===== src/rtl/uart_xcvr_pkg.sv =====
package uart_xcvr_pkg;
  localparam int DATA_W_DEF = 8;
  localparam int OVS_DEF    = 16;

  typedef enum logic [2:0] {
    RX_IDLE, RX_START, RX_DATA, RX_PAR, RX_STOP, RX_HOLD
  } rx_state_e;

  // majority of three samples
  function automatic logic maj3(input logic a, input logic b, input logic c);
    return (a & b) | (a & c) | (b & c);
  endfunction
endpackage


===== src/rtl/uart_rx_sync.sv =====
module uart_rx_sync #(
  parameter int STAGES = 2
) (
  input  logic clk,
  input  logic rst_n,
  input  logic din,
  output logic dout
);
  logic [STAGES-1:0] chain;

  always_ff @(posedge clk or negedge rst_n) begin
    if (!rst_n) chain <= '1;
    else        chain <= {chain[STAGES-2:0], din};
  end

  assign dout = chain[STAGES-1];
endmodule


===== src/rtl/uart_tx_par.sv =====
module uart_tx_par
  import uart_xcvr_pkg::*;
#(
  parameter int DATA_W = DATA_W_DEF,
  parameter int OVS    = OVS_DEF
) (
  input  logic              clk,
  input  logic              rst_n,
  input  logic              tick_i,
  input  logic [DATA_W-1:0] tx_data,
  input  logic              tx_valid,
  output logic              tx_ready,
  output logic              txd
);
  localparam int FRAME_W = DATA_W + 3;
  localparam int IDX_W   = $clog2(FRAME_W);
  localparam int CNT_W   = $clog2(OVS);

  logic               busy;
  logic [FRAME_W-1:0] sh;
  logic [IDX_W-1:0]   idx;
  logic [CNT_W-1:0]   cnt;

  // named internal events
  logic accept, bit_end, last_bit;
  assign accept   = tx_valid && !busy;
  assign bit_end  = busy && tick_i && (cnt == CNT_W'(OVS-1));
  assign last_bit = (idx == IDX_W'(FRAME_W-1));

  always_ff @(posedge clk or negedge rst_n) begin
    if (!rst_n) begin
      busy <= 1'b0;
      sh   <= '1;
      idx  <= '0;
      cnt  <= '0;
    end else if (!busy) begin
      if (accept) begin
        busy <= 1'b1;
        sh   <= {1'b1, ^tx_data, tx_data, 1'b0};
        idx  <= '0;
        cnt  <= '0;
      end
    end else if (tick_i) begin
      if (bit_end) begin
        cnt <= '0;
        if (last_bit) begin
          busy <= 1'b0;
        end else begin
          idx <= idx + 1'b1;
          sh  <= {1'b1, sh[FRAME_W-1:1]};
        end
      end else begin
        cnt <= cnt + 1'b1;
      end
    end
  end

  assign tx_ready = !busy;
  assign txd      = busy ? sh[0] : 1'b1;

  // line high whenever idle
  a_r3_idle_high: assert property (@(posedge clk) disable iff (!rst_n)
    !busy |-> txd);
  // accepted byte starts a frame with the start bit, ready drops
  a_r4_accept_start: assert property (@(posedge clk) disable iff (!rst_n)
    (tx_valid && tx_ready) |=> (!txd && !tx_ready));
  // stop bit is high while it is being sent
  a_r1_stop_high: assert property (@(posedge clk) disable iff (!rst_n)
    (busy && last_bit) |-> txd);
endmodule


===== src/rtl/uart_rx_par.sv =====
module uart_rx_par
  import uart_xcvr_pkg::*;
#(
  parameter int DATA_W = DATA_W_DEF,
  parameter int OVS    = OVS_DEF
) (
  input  logic              clk,
  input  logic              rst_n,
  input  logic              tick_i,
  input  logic              rx_s,
  output logic [DATA_W-1:0] rx_data,
  output logic              rx_valid,
  output logic              rx_par_err,
  output logic              rx_frm_err
);
  localparam int CNT_W = $clog2(OVS);
  localparam int BIT_W = $clog2(DATA_W);
  localparam int MID   = OVS / 2;

  rx_state_e          state;
  logic [CNT_W-1:0]   cnt;
  logic [1:0]         smp;
  logic [BIT_W-1:0]   bitn;
  logic [DATA_W-1:0]  dat;
  logic               par;

  // named internal events
  logic active, centre, bit_val;
  assign active  = (state != RX_IDLE) && (state != RX_HOLD);
  assign centre  = active && tick_i && (cnt == CNT_W'(MID));
  assign bit_val = maj3(smp[1], smp[0], rx_s);

  always_ff @(posedge clk or negedge rst_n) begin
    if (!rst_n) begin
      state      <= RX_IDLE;
      cnt        <= '0;
      smp        <= '1;
      bitn       <= '0;
      dat        <= '0;
      par        <= 1'b0;
      rx_data    <= '0;
      rx_valid   <= 1'b0;
      rx_par_err <= 1'b0;
      rx_frm_err <= 1'b0;
    end else begin
      rx_valid   <= 1'b0;
      rx_par_err <= 1'b0;
      rx_frm_err <= 1'b0;
      case (state)
        RX_HOLD: if (rx_s) state <= RX_IDLE;
        RX_IDLE: begin
          if (tick_i && !rx_s) begin
            state <= RX_START;
            cnt   <= CNT_W'(1);
          end
        end
        default: begin
          if (tick_i) begin
            cnt <= (cnt == CNT_W'(OVS-1)) ? '0 : cnt + 1'b1;
            if (cnt == CNT_W'(MID-2) || cnt == CNT_W'(MID-1))
              smp <= {smp[0], rx_s};
          end
          if (centre) begin
            case (state)
              RX_START: begin
                if (bit_val) state <= RX_IDLE;
                else begin
                  state <= RX_DATA;
                  bitn  <= '0;
                end
              end
              RX_DATA: begin
                dat <= {bit_val, dat[DATA_W-1:1]};
                if (bitn == BIT_W'(DATA_W-1)) state <= RX_PAR;
                else bitn <= bitn + 1'b1;
              end
              RX_PAR: begin
                par   <= bit_val;
                state <= RX_STOP;
              end
              default: begin
                rx_data    <= dat;
                rx_valid   <= 1'b1;
                rx_par_err <= ^{dat, par};
                rx_frm_err <= !bit_val;
                state      <= bit_val ? RX_IDLE : RX_HOLD;
              end
            endcase
          end
        end
      endcase
    end
  end

  // flags only with a valid pulse
  a_r11_flags_with_valid: assert property (@(posedge clk) disable iff (!rst_n)
    (rx_par_err || rx_frm_err) |-> rx_valid);
  // valid is a single-cycle pulse
  a_r5_valid_pulse: assert property (@(posedge clk) disable iff (!rst_n)
    rx_valid |=> !rx_valid);
  // after a framing error, stay parked while the line is low
  a_r7_hold_low: assert property (@(posedge clk) disable iff (!rst_n)
    (state == RX_HOLD && !rx_s) |=> (state == RX_HOLD));
  // a framing error parks the receiver
  a_r7_frm_parks: assert property (@(posedge clk) disable iff (!rst_n)
    (rx_frm_err && !rx_s) |-> (state == RX_HOLD));
endmodule


===== src/rtl/uart_par_xcvr.sv =====
module uart_par_xcvr
  import uart_xcvr_pkg::*;
#(
  parameter int DATA_W = DATA_W_DEF,
  parameter int OVS    = OVS_DEF
) (
  input  logic              clk,
  input  logic              rst_n,
  input  logic              tick_i,
  input  logic [DATA_W-1:0] tx_data,
  input  logic              tx_valid,
  output logic              tx_ready,
  output logic              txd,
  input  logic              rxd,
  output logic [DATA_W-1:0] rx_data,
  output logic              rx_valid,
  output logic              rx_par_err,
  output logic              rx_frm_err
);
  logic rx_s;

  uart_tx_par #(.DATA_W(DATA_W), .OVS(OVS)) u_tx (
    .clk(clk), .rst_n(rst_n), .tick_i(tick_i),
    .tx_data(tx_data), .tx_valid(tx_valid), .tx_ready(tx_ready), .txd(txd)
  );

  uart_rx_sync #(.STAGES(2)) u_sync (
    .clk(clk), .rst_n(rst_n), .din(rxd), .dout(rx_s)
  );

  uart_rx_par #(.DATA_W(DATA_W), .OVS(OVS)) u_rx (
    .clk(clk), .rst_n(rst_n), .tick_i(tick_i), .rx_s(rx_s),
    .rx_data(rx_data), .rx_valid(rx_valid),
    .rx_par_err(rx_par_err), .rx_frm_err(rx_frm_err)
  );
endmodule


===== config.mk =====
export PLATFORM = sky130hd
export DESIGN_NAME = uart_par_xcvr
export DESIGN_NICKNAME = d
export VERILOG_FILES = /design/src/rtl/uart_xcvr_pkg.sv /design/src/rtl/uart_rx_sync.sv /design/src/rtl/uart_tx_par.sv /design/src/rtl/uart_rx_par.sv /design/src/rtl/uart_par_xcvr.sv
export SDC_FILE = /design/constraint.sdc
export NUM_CORES = 1
export LEC_CHECK = 0
export BUFFER_PORTS_ARGS = -buffer_cell sky130_fd_sc_hd__buf_2
export CAP_MARGIN = 20
export CORE_MARGIN = 2
export CORE_UTILIZATION = 58
export DETAILED_ROUTE_END_ITERATION = 10
export GPL_ROUTABILITY_DRIVEN = 0
export PLACE_DENSITY = 0.78
export SYNTH_ARGS = -nofsm -noshare
export SYNTH_HDL_FRONTEND = slang
export SYNTH_SLANG_ARGS = --single-unit

===== constraint.sdc =====
create_clock -name clk -period 2.2 [get_ports clk]
set_clock_uncertainty 0.05 [all_clocks]
set_input_delay 0.11 -clock clk [delete_from_list [all_inputs] [get_ports clk]]
set_output_delay 0.11 -clock clk [all_outputs]
set_load 0.05 [all_outputs]

==> out/metrics.csv, run 1 <==
stage,metric,value,unit
logic_synthesis,synth warn,0,
flow_run,max cap viols,0,
die,Die Area,5192,sq um
final_layout,layout cell share with drive strength beyond 1,28.24,%
grt,total gr overflow,0,
final_layout,end-of-flow core utilization,67.77,%
final_layout,"commonest non-fill, non-tap cell in the layout",dfrtp_1,
final_layout,layout net count,282,
timing,hold_ws,48.34,ps
clock_tree,cts repair resizes,0,
grt,initial antenna violation count,0,
timing,Fin Setup TNS,0,ps
power,Pleak,1.516,nW
final_layout,Finished Layout Cells,314,
timing,Fin. Hold Viols,0,
routing,WL met3,134,microns
die,row count,24,
critical_path,RR Startpoint,u_rx.cnt[0],
grt,first-pass GRT wire length,8266,microns
clock_tree,Worst-path clk slew,90,ps
logic_synthesis,number of flops mapped to enable cells by yosys,0,
critical_path,"Max FO, Critical Path",11,
logic_synthesis,synthesized instance count,233,
logic_synthesis,Syn Area/Cell,11.53,sq um
critical_path,"Req. time, crit path",2340,ps
timing,Slew HR,65.27,%
timing,Final Slew Violations,0,
final_layout,most frequent cells in the layout,"dfrtp_1 (39), buf_2 (25), nand2_1 (19)",
status,status,"finished, final reports clean",
power,Psw,0.6937,mW
clock_tree,clock tree sinks,53,
final_layout,Area Growth Syn to Fin,11.36,%
routing,DR vias,1826,
routing,post-DR vias/cell,5.815,
grt,largest net degree at the start of global routing,32,
die,# IOs,26,
timing,fin worst setup slack,175.7,ps
clock_tree,CTS root buffer,clkbuf_8,
placement,Port Buffers,25,
logic_synthesis,Post-Syn Nets,254,
clock_tree,clk buf depth,2,
routing,routed wire length,4698,microns
timing,RSZ-0062 raised after global routing,no,
routing,DRC,0,
logic_synthesis,Syn Std Cell Area,2686,sq um
power,power share of the clock group,26.9,%
power,register share of total power,52.1,%
die,Chip Height,72.06,microns
power,Peak VDD IR,0.5333,mV
die,Initial Utilization,60.86,%
final_layout,antenna cells,0,
clock_tree,H-tree depth,2,
critical_path,CP startpoint,u_rx.cnt[0],
logic_synthesis,library cells used by synthesis,44,
die,die width,72.06,microns
routing,met2 WL post-DR,2347,microns
hold_path,hold wc startpoint,tx_data[7],
die,core area,4414,sq um
logic_synthesis,register area share after synthesis,50.02,%
routing,wire length on met1,2146,microns
clock_tree,"Clk Latency, worst-skew pair",300,ps
timing,# setup viols final,0,
clock_tree,total CTS buffers,5,
power,Switching Fraction,27.65,%
placement,placed insts,303,
logic_synthesis,Yosys reg bits,53,
power,PwrDens,838.5,nW/um^2
routing,top sig layer,met4,
timing,fin crit period,2024,ps
critical_path,crit path kind,reg2reg,
logic_synthesis,ys async rst share,100.0,%
routing,Iter 0 DRT Violations,98,
grt,vias in the first global route,1734,
power,combinational power share,21.0,%
timing,Achievable Freq,0.4940,GHz
timing,Least-Margin Pin Slew,521.0,ps
timing,fin crit share,92.01,%
critical_path,CP endpoint kind,flip-flop,
clock_tree,TritonCTS clock tree,built,
critical_path,CP Launch Type,flip-flop,
hold_path,worst min-delay path class,in2reg,
critical_path,Critical Path AT,2170,ps
placement,dpl hpwl,3298,microns
routing,1st-pass router iterations,4,
power,internal power,1.815,mW
grt,gr usage total,20.65,%
logic_synthesis,ys flop type,dfrtp_1,
placement,pre-CTS WS,197.7,ps
routing,post-DR wirelength/cell,14.96,microns
routing,Post-DRT Antenna Nets,0,
[synthesized netlist by cell type (all sizes together) (2+ instances only)]
| library cell | instances | area, sq um |
|---|---|---|
| a21o | 2 | 15.01 |
| a21oi | 9 | 45.04 |
| a22o | 7 | 61.31 |
| a22oi | 2 | 15.01 |
| and3 | 3 | 18.77 |
| buf | 9 | 62.55 |
| dfrtp | 39 | 975.9 |
| dfstp | 14 | 367.9 |
| ha | 8 | 100.1 |
| inv | 10 | 37.54 |
| mux2 | 20 | 251.5 |
| mux2i | 9 | 90.09 |
| nand2 | 19 | 71.32 |
| nand2b | 4 | 25.02 |
| nand3 | 6 | 55.05 |
| nand4 | 2 | 12.51 |
| nor2 | 14 | 52.55 |
| nor3 | 2 | 10.01 |
| o21ai | 14 | 70.07 |
| o22a | 2 | 17.52 |
| o22ai | 2 | 12.51 |
| o2bb2ai | 2 | 17.52 |
| o31ai | 3 | 22.52 |
| xnor2 | 13 | 113.9 |
| xor2 | 3 | 26.28 |
[flip-flops by register name (all words and copies together) (netlist names)]
| name | flops |
|---|---|
| u_rx.rx_data | 8 |
| u_rx.par | 1 |
| u_rx.rx_frm_err | 1 |
| u_tx.cnt | 4 |
| u_rx.bitn | 3 |
| u_tx.busy | 1 |
| u_rx.rx_valid | 1 |
| u_rx.cnt | 4 |
| u_rx.dat | 8 |
| u_rx.state | 3 |
| u_tx.sh | 10 |
| u_sync.chain | 2 |
| u_rx.smp | 2 |
| u_tx.idx | 4 |
| u_rx.rx_par_err | 1 |
[critical path, cell delays in order (launching register included)]
cell and delay (ps):
dfrtp_1 400, inv_1 140, ha_1 190, and4b_1 500
nand3_4 270, mux2_4 370
[power groups by stage]
stage | combinational [mW] | clock [mW] | sequential [mW]
after global routing | 0.599 | 0.735 | 1.33
after global placement | 0.501 | 0 | 1.32
final | 0.527 | 0.676 | 1.31
after floorplan | 0.414 | 0 | 1.29
after CTS | 0.532 | 0.696 | 1.31
after detailed placement | 0.521 | 0 | 1.32
[metal layers]
metal	global-route usage, %	up-vias
li1	-	879
met1	27.64	907
met2	32.72	32
met3	5.417	8
met4	7.547	0
met5	0	-
[logic make-up (layout without fill, tap and decap cells)]
| group | Yosys count | in the layout | synth area share (%) |
|---|---|---|---|
| DFF | 53 | 53 | 50.02 |
| muxes | 29 | 29 | 12.72 |
| xor gates and xnor gates | 17 | 17 | 6.055 |
| buffers and inverters | 20 | 49 | 3.866 |
| AOI/OAI and AO/OA | 47 | 47 | 11.69 |
| adders and majority gates | 9 | 9 | 4.145 |
| and+or+nand+nor | 58 | 58 | 11.50 |
[per-stage QoR]
stage	power, mW	cell area [sq um]
2_1_floorplan	1.699	2686
3_3_place_gp	1.818	2845
3_5_place_dp	1.844	2845
4_1_cts	2.532	2992
5_1_grt	2.661	2992
6_report	2.509	2992
[layout make-up]
cell class	instances	area (sq um)
fill	341	1423
multi-input combinational	160	1239
clock inverter	1	30.03
clock buffer	7	86.33
sequential	53	1344
tap	52	65.06
inverter	10	37.54
timing repair buffer	31	190.2
[path summary, 6_finish.rpt]
kind                              endpoint  slack [ps]  cells after the start
max                        u_rx.rx_data[3]         180                      5
min                             u_tx.sh[8]          50                      3
max in group asynchronous      u_tx.cnt[2]        1320                      3
min reg2reg                u_sync.chain[1]         310                      0
min in group asynchronous     u_rx.bitn[1]         250                      2
max reg2reg                u_rx.rx_data[3]         180                      5
[timing repair]
item,in CTS,in global routing
setup buffers,0,0
setup endpoints to repair,0,0
hold buffers,3,0
endpoints found under the hold margin,10,0
Power figures use the tool's default switching activity.
==> run 2, diff against run 1 <==
--- a/config.mk
+++ b/config.mk
@@ -7,11 +7,13 @@
 export LEC_CHECK = 0
 export BUFFER_PORTS_ARGS = -buffer_cell sky130_fd_sc_hd__buf_2
 export CAP_MARGIN = 20
+export CORE_ASPECT_RATIO = 0.6
 export CORE_MARGIN = 2
 export CORE_UTILIZATION = 58
 export DETAILED_ROUTE_END_ITERATION = 10
 export GPL_ROUTABILITY_DRIVEN = 0
 export PLACE_DENSITY = 0.78
+export RECOVER_POWER = 25
 export SYNTH_ARGS = -nofsm -noshare
 export SYNTH_HDL_FRONTEND = slang
 export SYNTH_SLANG_ARGS = --single-unit
==> run 2 against run 1 <==
Compared with the run above:
- global-route usage down 1.4 points
- critical path depth unchanged
- design area grew 0.29%
- first-iteration DRC count decreased by 54%
- sequential cell count is the same
- worst hold slack worse by 39 ps
- via count is 3.9% lower
- routed wire length fell by 3.6%
- clock power down 1%
- register-to-register slack better by 20 ps
- critical path type unchanged
- critical endpoint unchanged
- largest cell class unchanged
- largest power group unchanged
==> out/metrics.csv, run 2 (same netlist as run 1, synthesis figures left out) <==
stage,metric,value,unit,change
final_layout,most frequent cells in the layout,"dfrtp_1 (39), buf_2 (23), nand2_1 (19)",,
critical_path,r2r worst-path depth,5,,unchanged
critical_path,"Req. time, crit path",2330,ps,about the same
final_layout,Area Growth Syn to Fin,11.69,%,
timing,Fin Setup TNS,0,ps,unchanged
placement,placed cell areas,2867,sq um,+0.75%
critical_path,Critical Path Slowest Stage Cell,and4b_1,,
critical_path,Top delay family on crit path,simple AND/OR/NAND/NOR gates,,
die,core area,4517,sq um,+2.3%
die,Initial Utilization,59.47,%,-1.4 points
critical_path,Critical Path AT,2140,ps,-30 ps
die,row count,19,,-21%
grt,total gr overflow,0,,unchanged
die,# IOs,26,,unchanged
power,power share of the clock group,26.7,%,-0.2 points
critical_path,worst-path cell chain,"inv_1, ha_1, and4b_1, nand3_4, mux2_4",,
grt,gr usage total,19.23,%,-1.4 points
critical_path,"Buf+Inv Stages, Crit Path",1,,unchanged
power,Peak VDD IR,0.4641,mV,-13%
critical_path,"slowest stage delay, CP",480,ps,-20 ps
power,total power,2.498,mW,-0.42%
final_layout,layout net count,282,,unchanged
timing,Slew HR,0.3546,%,-65 points
clock_tree,CTS root buffer,clkbuf_8,,
timing,Achievable Freq,0.4979,GHz,+0.78%
critical_path,RR Startpoint,u_rx.cnt[0],,
die,Die Area,5210,sq um,+0.35%
timing,# setup viols final,0,,unchanged
placement,Port Buffers,25,,unchanged
clock_tree,Worst-path clk slew,90,ps,about the same
timing,Final Slew Violations,0,,unchanged
critical_path,worst setup path end,u_rx.rx_data[3],,
critical_path,r2r setup slk,190,ps,+20 ps
final_layout,end-of-flow core utilization,66.43,%,-1.3 points
critical_path,CP Launch Type,flip-flop,,
clock_tree,clk buf depth,2,,unchanged
die,Chip Height,56.72,microns,-21%
critical_path,crit path kind,reg2reg,,
grt,vias in the first global route,1712,,-1.3%
routing,DRC,0,,unchanged
power,Switching Fraction,27.40,%,-0.25 points
critical_path,CP startpoint,u_rx.cnt[0],,
final_layout,Reg with most FFs,u_tx.sh,,
power,combinational power share,21.2,%,+0.2 points
power,Psw,0.6844,mW,-1.3%
grt,largest net degree at the start of global routing,28,,-13%
timing,Fin. Hold Viols,0,,unchanged
timing,Least-Margin Pin Slew,1495,ps,+973.7 ps
final_layout,layout cell share with drive strength beyond 1,27.86,%,-0.38 points
routing,1st-pass router iterations,4,,unchanged
status,status,"finished, final reports clean",,
critical_path,CP endpoint kind,flip-flop,,
flow_run,max cap viols,0,,unchanged
routing,post-DR wirelength/cell,13.94,microns,-6.8%
power,Pleak,1.509,nW,-0.47%
routing,post-DR vias/cell,5.397,,-7.2%
timing,fin crit period,2009,ps,-15.71 ps
grt,initial antenna violation count,0,,unchanged
critical_path,Reg-to-Reg End,u_rx.rx_data[3],,
critical_path,"Max FO, Critical Path",11,,unchanged
clock_tree,total CTS buffers,5,,unchanged
final_layout,Largest regs,"u_tx.sh x10, u_rx.dat x8, u_rx.rx_data x8",,
routing,Post-DRT Antenna Nets,0,,unchanged
final_layout,antenna cells,0,,unchanged
die,die width,91.86,microns,+27%
placement,dpl hpwl,3306,microns,+0.26%
clock_tree,H-tree depth,2,,unchanged
clock_tree,clock tree sinks,53,,unchanged
clock_tree,"Clk Latency, worst-skew pair",300,ps,about the same
hold_path,worst min-delay path class,in2reg,,
final_layout,"commonest non-fill, non-tap cell in the layout",dfrtp_1,,
power,PwrDens,832.6,nW/um^2,-0.71%
routing,DR vias,1754,,-3.9%
grt,first-pass GRT wire length,7928,microns,-4.1%
routing,Iter 0 DRT Violations,45,,-54%
timing,fin crit share,91.30,%,-0.71 points
final_layout,max FFs per register,10,,unchanged
final_layout,design area,3000,sq um,+0.29%
clock_tree,TritonCTS clock tree,built,,
clock_tree,post-CTS setup buffer count,0,,unchanged
critical_path,stages on the worst setup path,5,,unchanged
power,internal power,1.814,mW,about the same
power,register share of total power,52.2,%,about the same
routing,routed wire length,4531,microns,-3.6%
timing,RSZ-0062 raised after global routing,no,,
==> run 2: power groups by stage <==
stage	combinational [mW]	sequential, mW	clock [mW]
6_report	0.529	1.30	0.666
3_5_place_dp	0.529	1.32	0
5_1_grt	0.592	1.33	0.726
4_1_cts	0.536	1.30	0.681
3_3_place_gp	0.508	1.32	0
2_1_floorplan	0.414	1.29	0
==> run 2: per-stage QoR <==
step / setup WS [ps] / cells / hold WS, ps
2_1_floorplan: 530.5 / 233 / -235.6
3_3_place_gp: 278.0 / 315 / 107.9
3_5_place_dp: 187.2 / 315 / 121.3
4_1_cts: 182.4 / 325 / 3.327
5_1_grt: 57.51 / 325 / 1.248
6_report: 191.4 / 325 / 8.891
==> run 2: layout make-up <==
| type | instances | area, sq um |
|---|---|---|
| multi-input cells | 160 | 1239 |
| clock buffers | 7 | 86.33 |
| flip-flops and latches | 53 | 1344 |
| fillers | 360 | 1516 |
| well taps | 63 | 78.83 |
| inverters | 10 | 37.54 |
| clock inverters | 1 | 30.03 |
| repair buffers | 31 | 185.2 |
==> run 2: routing by layer <==
metal / vias up / part of all wire, % / GRT usage [%]
li1: 873 / - / -
met1: 841 / 52 / 28.61
met2: 38 / 42 / 28.47
met3: 2 / 4.8 / 5.235
met4: 0 / 0.46 / 4.051
met5: - / 0 / 0
==> run 2: timing repair <==
item / in CTS / in global routing
hold endpoints to repair: 17 / 0
gates resized for setup: 0 / 0
hold buffers: 2 / 0
==> run 2: worst min-delay path by stage <==
| stage | start | end | slack, ps | cells past startpoint |
|---|---|---|---|---|
| 2_1_floorplan | rst_n | u_rx.bitn[0] | -240 | 0 |
| 3_3_place_gp | rst_n | u_tx.idx[3] | 110 | 1 |
| 3_5_place_dp | rst_n | u_tx.idx[3] | 120 | 1 |
| 4_1_cts | tx_valid | u_tx.busy | 3 | 2 |
| 5_1_grt | tx_valid | u_tx.busy | 1 | 2 |
| 6_report | tx_valid | u_tx.busy | 9 | 2 |
==> run 3, diff against run 2 <==
==> constraint.sdc (replaced) <==
create_clock -name clk -period 1.95 [get_ports clk]
set_clock_uncertainty 0.05 [all_clocks]
set_input_delay 0.0975 -clock clk [delete_from_list [all_inputs] [get_ports clk]]
set_output_delay 0.0975 -clock clk [all_outputs]
set_load 0.05 [all_outputs]
==> run 3 against run 2 <==
Compared with the run above:
- clock power shrank 5.1%
- worst setup slack got worse by 48 ps
- global-route usage is 0.29 points higher
- routed wire length rose by 3.0%
- count of clock-buffer cells in the layout unchanged
- largest cell class unchanged
==> out/metrics.csv, run 3 (same netlist as run 1, synthesis figures left out) <==
stage,metric,value,unit,change
final_layout,antenna cells,0,,unchanged
placement,dpl hpwl,3373,microns,+2.0%
grt,gr usage total,19.52,%,+0.29 points
hold_path,hold wc startpoint,tx_data[5],,
final_layout,Area Growth Syn to Fin,11.64,%,about the same
die,die width,91.86,microns,unchanged
power,PwrDens,904.0,nW/um^2,+8.6%
final_layout,most frequent cells in the layout,"dfrtp_1 (39), buf_2 (25), nand2_1 (19)",,
placement,Port Buffers,25,,unchanged
routing,1st-pass router iterations,4,,unchanged
grt,vias in the first global route,1676,,-2.1%
routing,DR vias,1784,,+1.7%
die,Die Area,5210,sq um,unchanged
timing,# setup viols final,0,,unchanged
critical_path,Critical Path AT,1950,ps,-190 ps
critical_path,"Req. time, crit path",2090,ps,-240 ps
timing,RSZ-0062 raised after global routing,no,,
grt,first-pass GRT wire length,7879,microns,-0.62%
power,Pleak,1.516,nW,+0.52%
hold_path,worst min-delay path class,in2reg,,
routing,post-DR vias/cell,5.422,,+0.47%
final_layout,layout cell share with drive strength beyond 1,29.70,%,+1.8 points
die,# IOs,26,,unchanged
routing,Post-DRT Antenna Nets,0,,unchanged
critical_path,crit path kind,reg2reg,,
final_layout,Multi-input gate area,1240,sq um,+0.10%
clock_tree,H-tree depth,2,,unchanged
critical_path,r2r setup slk,140,ps,-50 ps
grt,total gr overflow,0,,unchanged
die,Chip Height,56.72,microns,unchanged
final_layout,# fillers,367,,+1.9%
timing,Fin. Hold Viols,0,,unchanged
clock_tree,TritonCTS clock tree,built,,
timing,fin crit period,1807,ps,-201.7 ps
timing,Slew HR,16.96,%,+17 points
status,status,"finished, final reports clean",,
final_layout,end-of-flow core utilization,66.40,%,about the same
clock_tree,"Clk Latency, worst-skew pair",300,ps,about the same
clock_tree,Worst-path clk slew,90,ps,about the same
final_layout,Largest regs,"u_tx.sh x10, u_rx.dat x8, u_rx.rx_data x8",,
routing,post-DR wirelength/cell,14.18,microns,+1.7%
timing,Achievable Freq,0.5534,GHz,+11%
critical_path,"Max FO, Critical Path",11,,unchanged
placement,placed cell areas,2889,sq um,+0.79%
critical_path,Reg-to-Reg End,u_rx.rx_data[2],,
clock_tree,total CTS buffers,5,,unchanged
clock_tree,clk buf depth,2,,unchanged
timing,hold_ws,50.04,ps,+41.14 ps
final_layout,"commonest non-fill, non-tap cell in the layout",dfrtp_1,,
power,Peak VDD IR,0.5156,mV,+11%
clock_tree,CTS root buffer,clkbuf_8,,
final_layout,layout net count,286,,+1.4%
grt,initial antenna violation count,0,,unchanged
clock_tree,clock tree sinks,53,,unchanged
die,Initial Utilization,59.47,%,unchanged
timing,Final Slew Violations,0,,unchanged
critical_path,r2r worst-path depth,5,,unchanged
routing,Iter 0 DRT Violations,69,,+53%
critical_path,CP endpoint kind,flip-flop,,
final_layout,Reg area,1344,sq um,unchanged
routing,DRC,0,,unchanged
die,row count,19,,unchanged
flow_run,max cap viols,0,,unchanged
critical_path,RR Startpoint,u_rx.cnt[0],,
final_layout,design area,2999,sq um,about the same
timing,Fin Setup TNS,0,ps,unchanged
die,core area,4517,sq um,unchanged
hold_path,Hold Path Stages,3,,+1
final_layout,Reg with most FFs,u_tx.sh,,
final_layout,max FFs per register,10,,unchanged
timing,fin crit share,92.66,%,+1.4 points
routing,routed wire length,4665,microns,+3.0%
critical_path,CP Launch Type,flip-flop,,
hold_path,WHS Endpoint,u_tx.sh[6],,
grt,largest net degree at the start of global routing,54,,+93%
timing,Least-Margin Pin Slew,1246,ps,-249.1 ps
run 3: cell count changes in the layout (fill, tap and decap cells not counted):
cell and change:
buf_4 +3, buf_2 +2, clkinvlp_4 +1, clkbuf_2 +1
bufinv_16 -1, buf_12 -1, clkbuf_1 -2, and4b_2 +1
and4b_1 -1, dlygate4sd3_1 +1
run 3: where the power goes:
group | total [mW] | switching [mW] | internal (mW)
Clock | 0.632 | 0.343 | 0.289
Sequential | 1.48 | 0.162 | 1.31
Combinational | 0.605 | 0.287 | 0.317
Total | 2.71 | 0.792 | 1.92
run 3: how the worst max path moves through the flow:
stage                           start              end  slack, ps  depth (start not counted)
after floorplan           u_rx.cnt[0]  u_rx.rx_data[1]        280                          7
after global placement    u_rx.cnt[0]  u_rx.rx_data[5]        120                          5
after detailed placement  u_rx.cnt[0]  u_rx.rx_data[5]         80                          5
after CTS                 u_rx.cnt[0]  u_rx.rx_data[6]         70                          5
after global routing      u_rx.cnt[0]    u_rx.state[1]         60                          7
final                     u_rx.cnt[0]  u_rx.rx_data[2]        140                          5
run 3: per-stage QoR:
step	setup slack, ps	instances	total power [mW]
2_1_floorplan	280.5	233	1.917
3_3_place_gp	123.5	318	2.062
3_5_place_dp	84.82	318	2.100
4_1_cts	68.99	329	2.732
5_1_grt	57.56	329	2.890
6_report	143.1	329	2.711
run 3: layer usage:
layer / wire (microns) / global-route usage (%) / vias to the layer above
met5: 0 / 0 / -
met4: 65 / 6.397 / 0
met3: 185 / 5.101 / 8
met2: 2038 / 28.36 / 30
met1: 2375 / 28.71 / 869
li1: - / - / 877
run 3: area by class of cell:
type | count | share of cell area, %
well taps | 63 | 2.628
repair buffers | 35 | 6.842
flip-flops and latches | 53 | 44.81
multi-input cells | 160 | 41.34
clock inverters | 1 | 0.2503
clock buffers | 7 | 2.879
inverters | 10 | 1.252
run 3: timing repair:
action	in CTS	in global routing
endpoints found under the setup margin	0	6
hold endpoints to repair	53	0
gates resized for setup	0	1
buffers inserted	0	0
hold buffers	3	0
run 3: worst max-delay path: stages (launching register included):
cell	delay, ps
dfrtp_1	400
inv_1	140
ha_1	190
and4b_2	340
nand3_4	220
mux2_4	360
